==> config.mk <==
export PLATFORM = sky130hd
export DESIGN_NAME = insx_extract
export DESIGN_NICKNAME = d
export VERILOG_FILES = /design/src/rtl/insx_pkg.sv /design/src/rtl/insx_ctrl.sv /design/src/rtl/insx_datapath.sv /design/src/rtl/insx_extract.sv
export SDC_FILE = /design/constraint.sdc
export NUM_CORES = 1
export LEC_CHECK = 0
export BUFFER_PORTS_ARGS = -buffer_cell sky130_fd_sc_hd__buf_2
export CAP_MARGIN = 10
export CORE_MARGIN = 2
export CORE_UTILIZATION = 35
export CTS_CLUSTER_DIAMETER = 120
export CTS_CLUSTER_SIZE = 30
export DETAILED_ROUTE_END_ITERATION = 6
export PLACE_DENSITY_LB_ADDON = 0.12
export SETUP_SLACK_MARGIN = 0.1
export SLEW_MARGIN = 10
export SYNTH_ARGS = -nofsm -noshare
export SYNTH_HDL_FRONTEND = slang
export SYNTH_SLANG_ARGS = --single-unit
==> constraint.sdc <==
create_clock -name clk -period 10.8 [get_ports clk]
set_clock_uncertainty 0.05 [all_clocks]
set_input_delay 2.16 -clock clk [delete_from_list [all_inputs] [get_ports clk]]
set_output_delay 2.16 -clock clk [all_outputs]
set_load 0.01 [all_outputs]
==> src/rtl/insx_pkg.sv <==
package insx_pkg;
  localparam int INST_W = 64;
  localparam int DW_W   = 32;

  typedef struct packed {
    logic offerNorm;
    logic offerSplit;
    logic gather;
    logic takeNorm;
    logic takeSplit;
    logic flush;
  } insxStrobes_t;
endpackage

==> src/rtl/insx_ctrl.sv <==
module insx_ctrl
  import insx_pkg::*;
#(
  parameter int DEPTH_DW = 16,
  localparam int PW = $clog2(DEPTH_DW),
  localparam int PTRW = PW + 1
) (
  input  logic            clk,
  input  logic            rstN,
  input  logic            flush,
  input  logic            outReady,
  input  logic [PTRW-1:0] unreadDw,
  input  logic            atLast,
  output insxStrobes_t    strobes
);
  localparam int MAX_INST_DW = 2;

  typedef enum logic {ST_SCAN, ST_HOLD} ctrlState_t;
  ctrlState_t state, stateNext;

  logic enough;
  assign enough = unreadDw >= PTRW'(MAX_INST_DW);

  always_comb begin
    strobes   = '0;
    stateNext = state;
    if (flush) begin
      strobes.flush = 1'b1;
      stateNext     = ST_SCAN;
    end else if (state == ST_HOLD) begin
      strobes.offerSplit = 1'b1;
      strobes.takeSplit  = outReady;
      if (outReady) stateNext = ST_SCAN;
    end else if (enough) begin
      if (atLast) begin
        strobes.gather = 1'b1;
        stateNext      = ST_HOLD;
      end else begin
        strobes.offerNorm = 1'b1;
        strobes.takeNorm  = outReady;
      end
    end
  end

  always_ff @(posedge clk) begin
    if (!rstN) state <= ST_SCAN;
    else       state <= stateNext;
  end
endmodule

==> src/rtl/insx_datapath.sv <==
module insx_datapath
  import insx_pkg::*;
#(
  parameter int DEPTH_DW = 16,
  parameter int LEN_BIT  = 0,
  localparam int PW = $clog2(DEPTH_DW),
  localparam int PTRW = PW + 1
) (
  input  logic              clk,
  input  logic              rstN,
  input  insxStrobes_t      strobes,
  input  logic [PTRW-1:0]   flushPtr,
  input  logic [PTRW-1:0]   wrPtr,
  input  logic [DW_W-1:0]   rdDataLo,
  input  logic [DW_W-1:0]   rdDataHi,
  output logic [PW-1:0]     rdAddrLo,
  output logic [PW-1:0]     rdAddrHi,
  output logic [PTRW-1:0]   rdPtr,
  output logic [PTRW-1:0]   unreadDw,
  output logic              atLast,
  output logic              outValid,
  output logic [INST_W-1:0] outInst,
  output logic              outLong
);
  logic [PW-1:0]   rdIdx;
  logic [DW_W-1:0] holdDw;
  logic [DW_W-1:0] firstDw;
  logic [DW_W-1:0] secondDw;
  logic [PTRW-1:0] rdPtrNext;

  assign rdIdx    = rdPtr[PW-1:0];
  assign atLast   = rdIdx == PW'(DEPTH_DW - 1);
  assign unreadDw = wrPtr - rdPtr;
  assign rdAddrLo = rdIdx;
  assign rdAddrHi = rdIdx + PW'(1);

  // a held wrap uses the copied tail dword first, slot zero second
  assign firstDw  = strobes.offerSplit ? holdDw   : rdDataLo;
  assign secondDw = strobes.offerSplit ? rdDataLo : rdDataHi;
  assign outLong  = firstDw[LEN_BIT];
  assign outInst  = outLong ? {secondDw, firstDw} : {{DW_W{1'b0}}, firstDw};
  assign outValid = strobes.offerNorm | strobes.offerSplit;

  always_comb begin
    rdPtrNext = rdPtr;
    if (strobes.flush)
      rdPtrNext = flushPtr;
    else if (strobes.gather)
      rdPtrNext = rdPtr + PTRW'(1);
    else if (strobes.takeNorm)
      rdPtrNext = rdPtr + (outLong ? PTRW'(2) : PTRW'(1));
    else if (strobes.takeSplit)
      rdPtrNext = rdPtr + (outLong ? PTRW'(1) : PTRW'(0));
  end

  always_ff @(posedge clk) begin
    if (!rstN) begin
      rdPtr  <= '0;
      holdDw <= '0;
    end else begin
      rdPtr <= rdPtrNext;
      if (strobes.gather) holdDw <= rdDataLo;
    end
  end
endmodule

==> src/rtl/insx_extract.sv <==
module insx_extract
  import insx_pkg::*;
#(
  parameter int DEPTH_DW = 16,
  parameter int LEN_BIT  = 0,
  localparam int PW = $clog2(DEPTH_DW),
  localparam int PTRW = PW + 1
) (
  input  logic              clk,
  input  logic              rstN,
  input  logic              flush,
  input  logic [PTRW-1:0]   flushPtr,
  input  logic [PTRW-1:0]   wrPtr,
  output logic [PW-1:0]     rdAddrLo,
  output logic [PW-1:0]     rdAddrHi,
  input  logic [DW_W-1:0]   rdDataLo,
  input  logic [DW_W-1:0]   rdDataHi,
  output logic [PTRW-1:0]   rdPtr,
  output logic              outValid,
  input  logic              outReady,
  output logic [INST_W-1:0] outInst,
  output logic              outLong
);
  insxStrobes_t    strobes;
  logic [PTRW-1:0] unreadDw;
  logic            atLast;

  insx_ctrl #(.DEPTH_DW(DEPTH_DW)) ctrl_i (
    .clk      (clk),
    .rstN     (rstN),
    .flush    (flush),
    .outReady (outReady),
    .unreadDw (unreadDw),
    .atLast   (atLast),
    .strobes  (strobes)
  );

  insx_datapath #(.DEPTH_DW(DEPTH_DW), .LEN_BIT(LEN_BIT)) dp_i (
    .clk      (clk),
    .rstN     (rstN),
    .strobes  (strobes),
    .flushPtr (flushPtr),
    .wrPtr    (wrPtr),
    .rdDataLo (rdDataLo),
    .rdDataHi (rdDataHi),
    .rdAddrLo (rdAddrLo),
    .rdAddrHi (rdAddrHi),
    .rdPtr    (rdPtr),
    .unreadDw (unreadDw),
    .atLast   (atLast),
    .outValid (outValid),
    .outInst  (outInst),
    .outLong  (outLong)
  );
endmodule

# Word-level counts from Yosys, hierarchy flattened
# Cells that the tools add are included.
# op_classes
n_addsub,5
n_mul,0
n_div,0
magnitude_cmp,1
n_eq_ne,1
shift,0
n_mux,23
n_bitwise,2
n_reduce_logical,2
# op_table
cell,count
32-bit 2-to-1 mux,2
64-bit 2-to-1 mux,1
5-bit 2-to-1 mux,5
1-bit 2-to-1 mux,12
5-bit adder,2
2-bit 2-to-1 mux,3
5-bit by 1-bit adder with 5-bit output (second input constant),1
5-bit by 2-bit >= comparator with 1-bit output (second input constant),1
5-bit subtractor,1
4-bit by 1-bit adder with 4-bit output (second input constant),1
4-bit equality test (second input constant),1
4-bit nonzero test,1
2-bit OR reduction,1
1-bit NOT,1
1-bit OR,1
# word_totals
register_bits,38
latchBits,0
ram_bits,0
rom_bits,0
inputBits,78
word_cells,37
mem_count,0

# Longest topological paths before layout
# logic_depth
word_depth,12
depth_mapped,18

# By module
# From an unflattened synthesis, not the netlist that was laid out.
# hier_totals
hier_cells,293
hier_area_um2,2765.2
# modules_own_cells
mod,instances,cells_each,area_per_inst_um2,seq_area_each_um2
insx_datapath,1,281,2646.3,740.7
insx_ctrl,1,12,118.9,20.0

# Worst setup path before layout
# OpenSTA, ideal clock, no wires.
# synth_timing
path_type,input -> output
start,input wrPtr[0]
end,output outValid
arrival_time_ps,3574
required_ps,8590
setup_slack_ps,5016
stages,10
n_path_buf,1
path_cell_list,inv_1 -> ha_1 -> inv_1 -> fa_1 -> nand3_1 -> a21oi_1 -> o221ai_2 -> buf_2 -> nand2_1 -> a21oi_1
# synth_via
elab_chain_len,6
# synth_lines
element,line_no,text
start: declaration,insx_extract.sv:13,"input logic [PTRW-1:0] wrPtr,"
5-bit subtractor,insx_datapath.sv:33,assign unreadDw = wrPtr - rdPtr;
5-bit by 2-bit >= comparator with 1-bit output,insx_ctrl.sv:22,assign enough = unreadDw >= PTRW'(MAX_INST_DW);
1-bit 2-to-1 mux,insx_ctrl.sv:34,end else if (enough) begin
1-bit 2-to-1 mux,insx_ctrl.sv:30,end else if (state == ST_HOLD) begin
5-bit 2-to-1 mux,insx_ctrl.sv:27,if (flush) begin
1-bit OR,insx_datapath.sv:42,assign outValid = strobes.offerNorm | strobes.offerSplit;
end: declaration,insx_extract.sv:19,"output logic outValid,"
# No other way between the ends.

# Final worst setup path
# Ends and elaborated chain as after synthesis.

==> flow_metrics.py <==
metrics = {
    "cts": {
        "post_cts_buffers": 0,
        "cts_root_buf": "clkbuf_8",
        "tritoncts": "done",
        "clk_pin_slew_ns": 0.07,
        "clockBufferDepth": 2,
        "postCtsResizedCells": 0,
        "holdBufCountCts": 0,
        "cts_sinks": 38,
        "numCtsBuffers": 5,
        "htreeDepth": 2,
        "insertion_delay_ns": 0.29,
    },
    "logic_synthesis": {
        "synthSimpleGateAreaFrac": 0.3510,
        "yosys_warnings": 0,
        "synth_top_family_by_area": "simple AND/OR/NAND/NOR gates",
        "ys_ff_latch": 38,
        "syn_area_per_cell_sq_um": 6.489,
        "synth_fp_nets": 528,
        "synth_compound_area_frac": 0.1192,
        "synth_xor_area_frac": 0.01227,
        "synthesis.area_sq_um": 2855,
        "yosys.cell_types.count": 43,
        "seq_area_frac_synth": 0.2664,
        "syn_inst": 440,
        "synthArstFlopShare": 0,
        "synthMuxAreaShare": 0.1192,
        "synth-adder-area-share": 0.04908,
        "synth_edf_count": 0,
        "synth_ff_type": "dfxtp_1",
    },
    "place": {
        "place.gp.congestion": 0.8795,
        "port_buffers": 156,
        "post-dp-hpwl_mm": 5.781,
        "placedCellCount": 666,
    },
    "hold_path": {
        "holdPathStages": 2,
        "hold_end": "dp_i.holdDw[22]$_SDFFE_PN0P_",
        "holdCritPathClass": "reg2reg",
        "worstHoldStart": "dp_i.holdDw[22]$_SDFFE_PN0P_",
    },
    "sta": {
        "drv_slew": 0,
        "rsz0062_at_grt": "false",
        "slew-limit-headroom": 0.3884,
        "fin_crit_ns": 6.224,
        "worst_pin_slew_ns": 0.9151,
        "max_freq_mhz": 160.7,
        "tns_ns": 0,
        "setup_viol": 0,
        "fin_crit_sh": 0.5763,
        "final_hold_viol_count": 0,
    },
    "global_routing": {
        "grt_antenna_before_repair": 0,
        "grt_pass1_wl_mm": 13.67,
        "grt_pass1_vias": 3078,
        "track_usage": 0.1881,
        "grt_overflow_total": 0,
        "grt_max_degree": 68,
        "grt_use_met1": 0.2203,
        "grt_use_met3": 0.05698,
        "met2_usage": 0.3351,
        "top_usage_layer": "met2",
    },
    "finish": {
        "stdcell_count": 674,
        "drive_above_1_share": 0.3077,
        "antenna_cells": 0,
        "nets": 659,
        "layout_common_cells": "nand2_1, buf_2, dfxtp_1",
        "mostFrequentLayoutCell": "nand2_1",
        "synthToLayoutAreaGrowth_pct": 29.97,
    },
    "detailed_routing": {
        "first_iter_violations": 118,
        "vias": 3256,
        "drt-pass1-iter-count": 4,
        "wirelength_mm": 8.150,
        "via_per_inst": 4.831,
        "ant_nets": 0,
        "avgRoutedWirePerCell_um": 12.09,
        "drc_errors": 0,
    },
    "critical_path": {
        "r2r_cells": 15,
        "criticalPathCategory": "in2out",
        "rrSetupSlack_ns": 6.87,
        "path_max_fanout": 11,
        "max_stage_delay_ns": 0.45,
        "cp.required_ns": 8.59,
        "slowest_stage": "o221ai_2",
        "arrival_ns": 4.01,
        "rr_endpoint": "dp_i.rdPtr[4]$_SDFFE_PN0P_",
        "critPathTopFamily": "compound AO/OA/AOI/OAI gates",
        "cp_num_buf_inv": 4,
        "cp-start-kind": "primary input",
        "critPathCaptureType": "output pin",
        "cp_cell_sequence": "buf_2 -> inv_1 -> ha_1 -> inv_1 -> fa_1 -> nand3_1 -> a21oi_1 -> o221ai_2 -> nand2_1 -> a21oi_1 -> buf_2",
        "r2r-start": "dp_i.rdPtr[2]$_SDFFE_PN0P_",
    },
    "floorplan": {
        "start_util": 0.3657,
        "die_width_um": 94.32,
        "ios": 157,
        "die_height_um": 94.32,
        "fp-row-count": 32,
        "dieArea_sq_um": 8896,
        "coreArea_sq_um": 7807,
    },
    "pwr": {
        "p_leak_nw": 1.901,
        "max-vdd-ir-drop_uv": 37.62,
        "finalPower_w": 0.0003372,
        "power_density_nw_per_um2": 90.86,
    },
    "job": {
        "maxCapViolations": 0,
    },
    "outcome": {
        "outcome": "completed",
    },
}
==> state kept, by name, indices dropped and copies added, names as in the netlist <==
signal        cells
dp_i.holdDw      32
ctrl_i.state      1
dp_i.rdPtr        5
==> cell families after synthesis <==
logic type,after synthesis
multiplexers,34
adder cells (fa/ha/maj),10
AO/OA/AOI/OAI,56
XOR/XNOR,4
buffers and inverters,46
AND/OR/NAND/NOR,252
flip-flops,38
==> how the worst max path moves through the flow <==
stage,start,end,slack (ns),depth (start not counted)
2_1_floorplan,wrPtr[0],outValid,5.02,10
3_3_place_gp,wrPtr[0],outValid,4.68,11
3_5_place_dp,wrPtr[0],outValid,4.62,11
4_1_cts,wrPtr[0],outValid,4.60,11
5_1_grt,wrPtr[0],outValid,4.40,11
6_report,wrPtr[0],outValid,4.58,11
==> per-stage QoR <==
step	hold slack (ns)	utilization	setup slack [ns]	cell area [sq um]
2_1_floorplan	0.3850	-	5.016	2855
3_3_place_gp	0.3919	0.4636	4.684	3620
3_5_place_dp	0.4007	0.4636	4.621	3620
6_report	0.4100	0.4753	4.576	3711
5_1_grt	0.4181	0.4753	4.402	3711
4_1_cts	0.4119	0.4753	4.603	3711
==> power breakdown <==
group          internal, W  switching (W)  leakage [nW]
clock            0.0000515      0.0000499        0.0482
sequential        0.000142     0.00000342         0.307
combinational    0.0000400      0.0000505          1.55
total             0.000233       0.000104          1.90
==> routing by layer <==
metal	up-vias	part of all wire
li1	1678	-
met1	1458	0.43
met2	112	0.47
met3	8	0.081
met4	0	0.012
met5	-	0
==> Yosys cell counts, types with 2 or more instances <==
| cell | count | area, sq um |
|---|---|---|
| dfxtp_1 | 38 | 760.7 |
| nor3_1 | 3 | 15.01 |
| buf_8 | 3 | 45.04 |
| xor2_1 | 3 | 26.28 |
| inv_1 | 9 | 33.78 |
| nand2_1 | 225 | 844.6 |
| a21boi_0 | 2 | 15.01 |
| nand3_1 | 6 | 30.03 |
| nor2_1 | 6 | 22.52 |
| buf_4 | 5 | 37.54 |
| o211a_1 | 2 | 20.02 |
| a22oi_1 | 2 | 15.01 |
| mux2i_1 | 34 | 340.3 |
| fa_1 | 2 | 40.04 |
| clkbuf_1 | 23 | 86.33 |
| a211oi_1 | 2 | 15.01 |
| o22ai_1 | 2 | 12.51 |
| buf_2 | 3 | 15.01 |
| a21oi_1 | 37 | 185.2 |
| o21ai_0 | 2 | 10.01 |
| or2_2 | 2 | 12.51 |
| ha_1 | 8 | 100.1 |
==> worst min-delay path: cells and delay by family (launching register included) <==
family	cells	cell delay [ns]
flip-flops	1	0.31
AND/OR/NAND/NOR	1	0.05
multiplexers	1	0.05
==> layout make-up <==
class / count / area (sq um)
clock buffer: 7 / 86.33
clock inverter: 1 / 5.005
fill: 850 / 4096
inverter: 10 / 37.54
multi-input combinational: 356 / 1883
sequential: 38 / 760.7
tap: 102 / 127.6
timing repair buffer: 160 / 810.8
No activity file was read; power rests on OpenSTA's default activity.
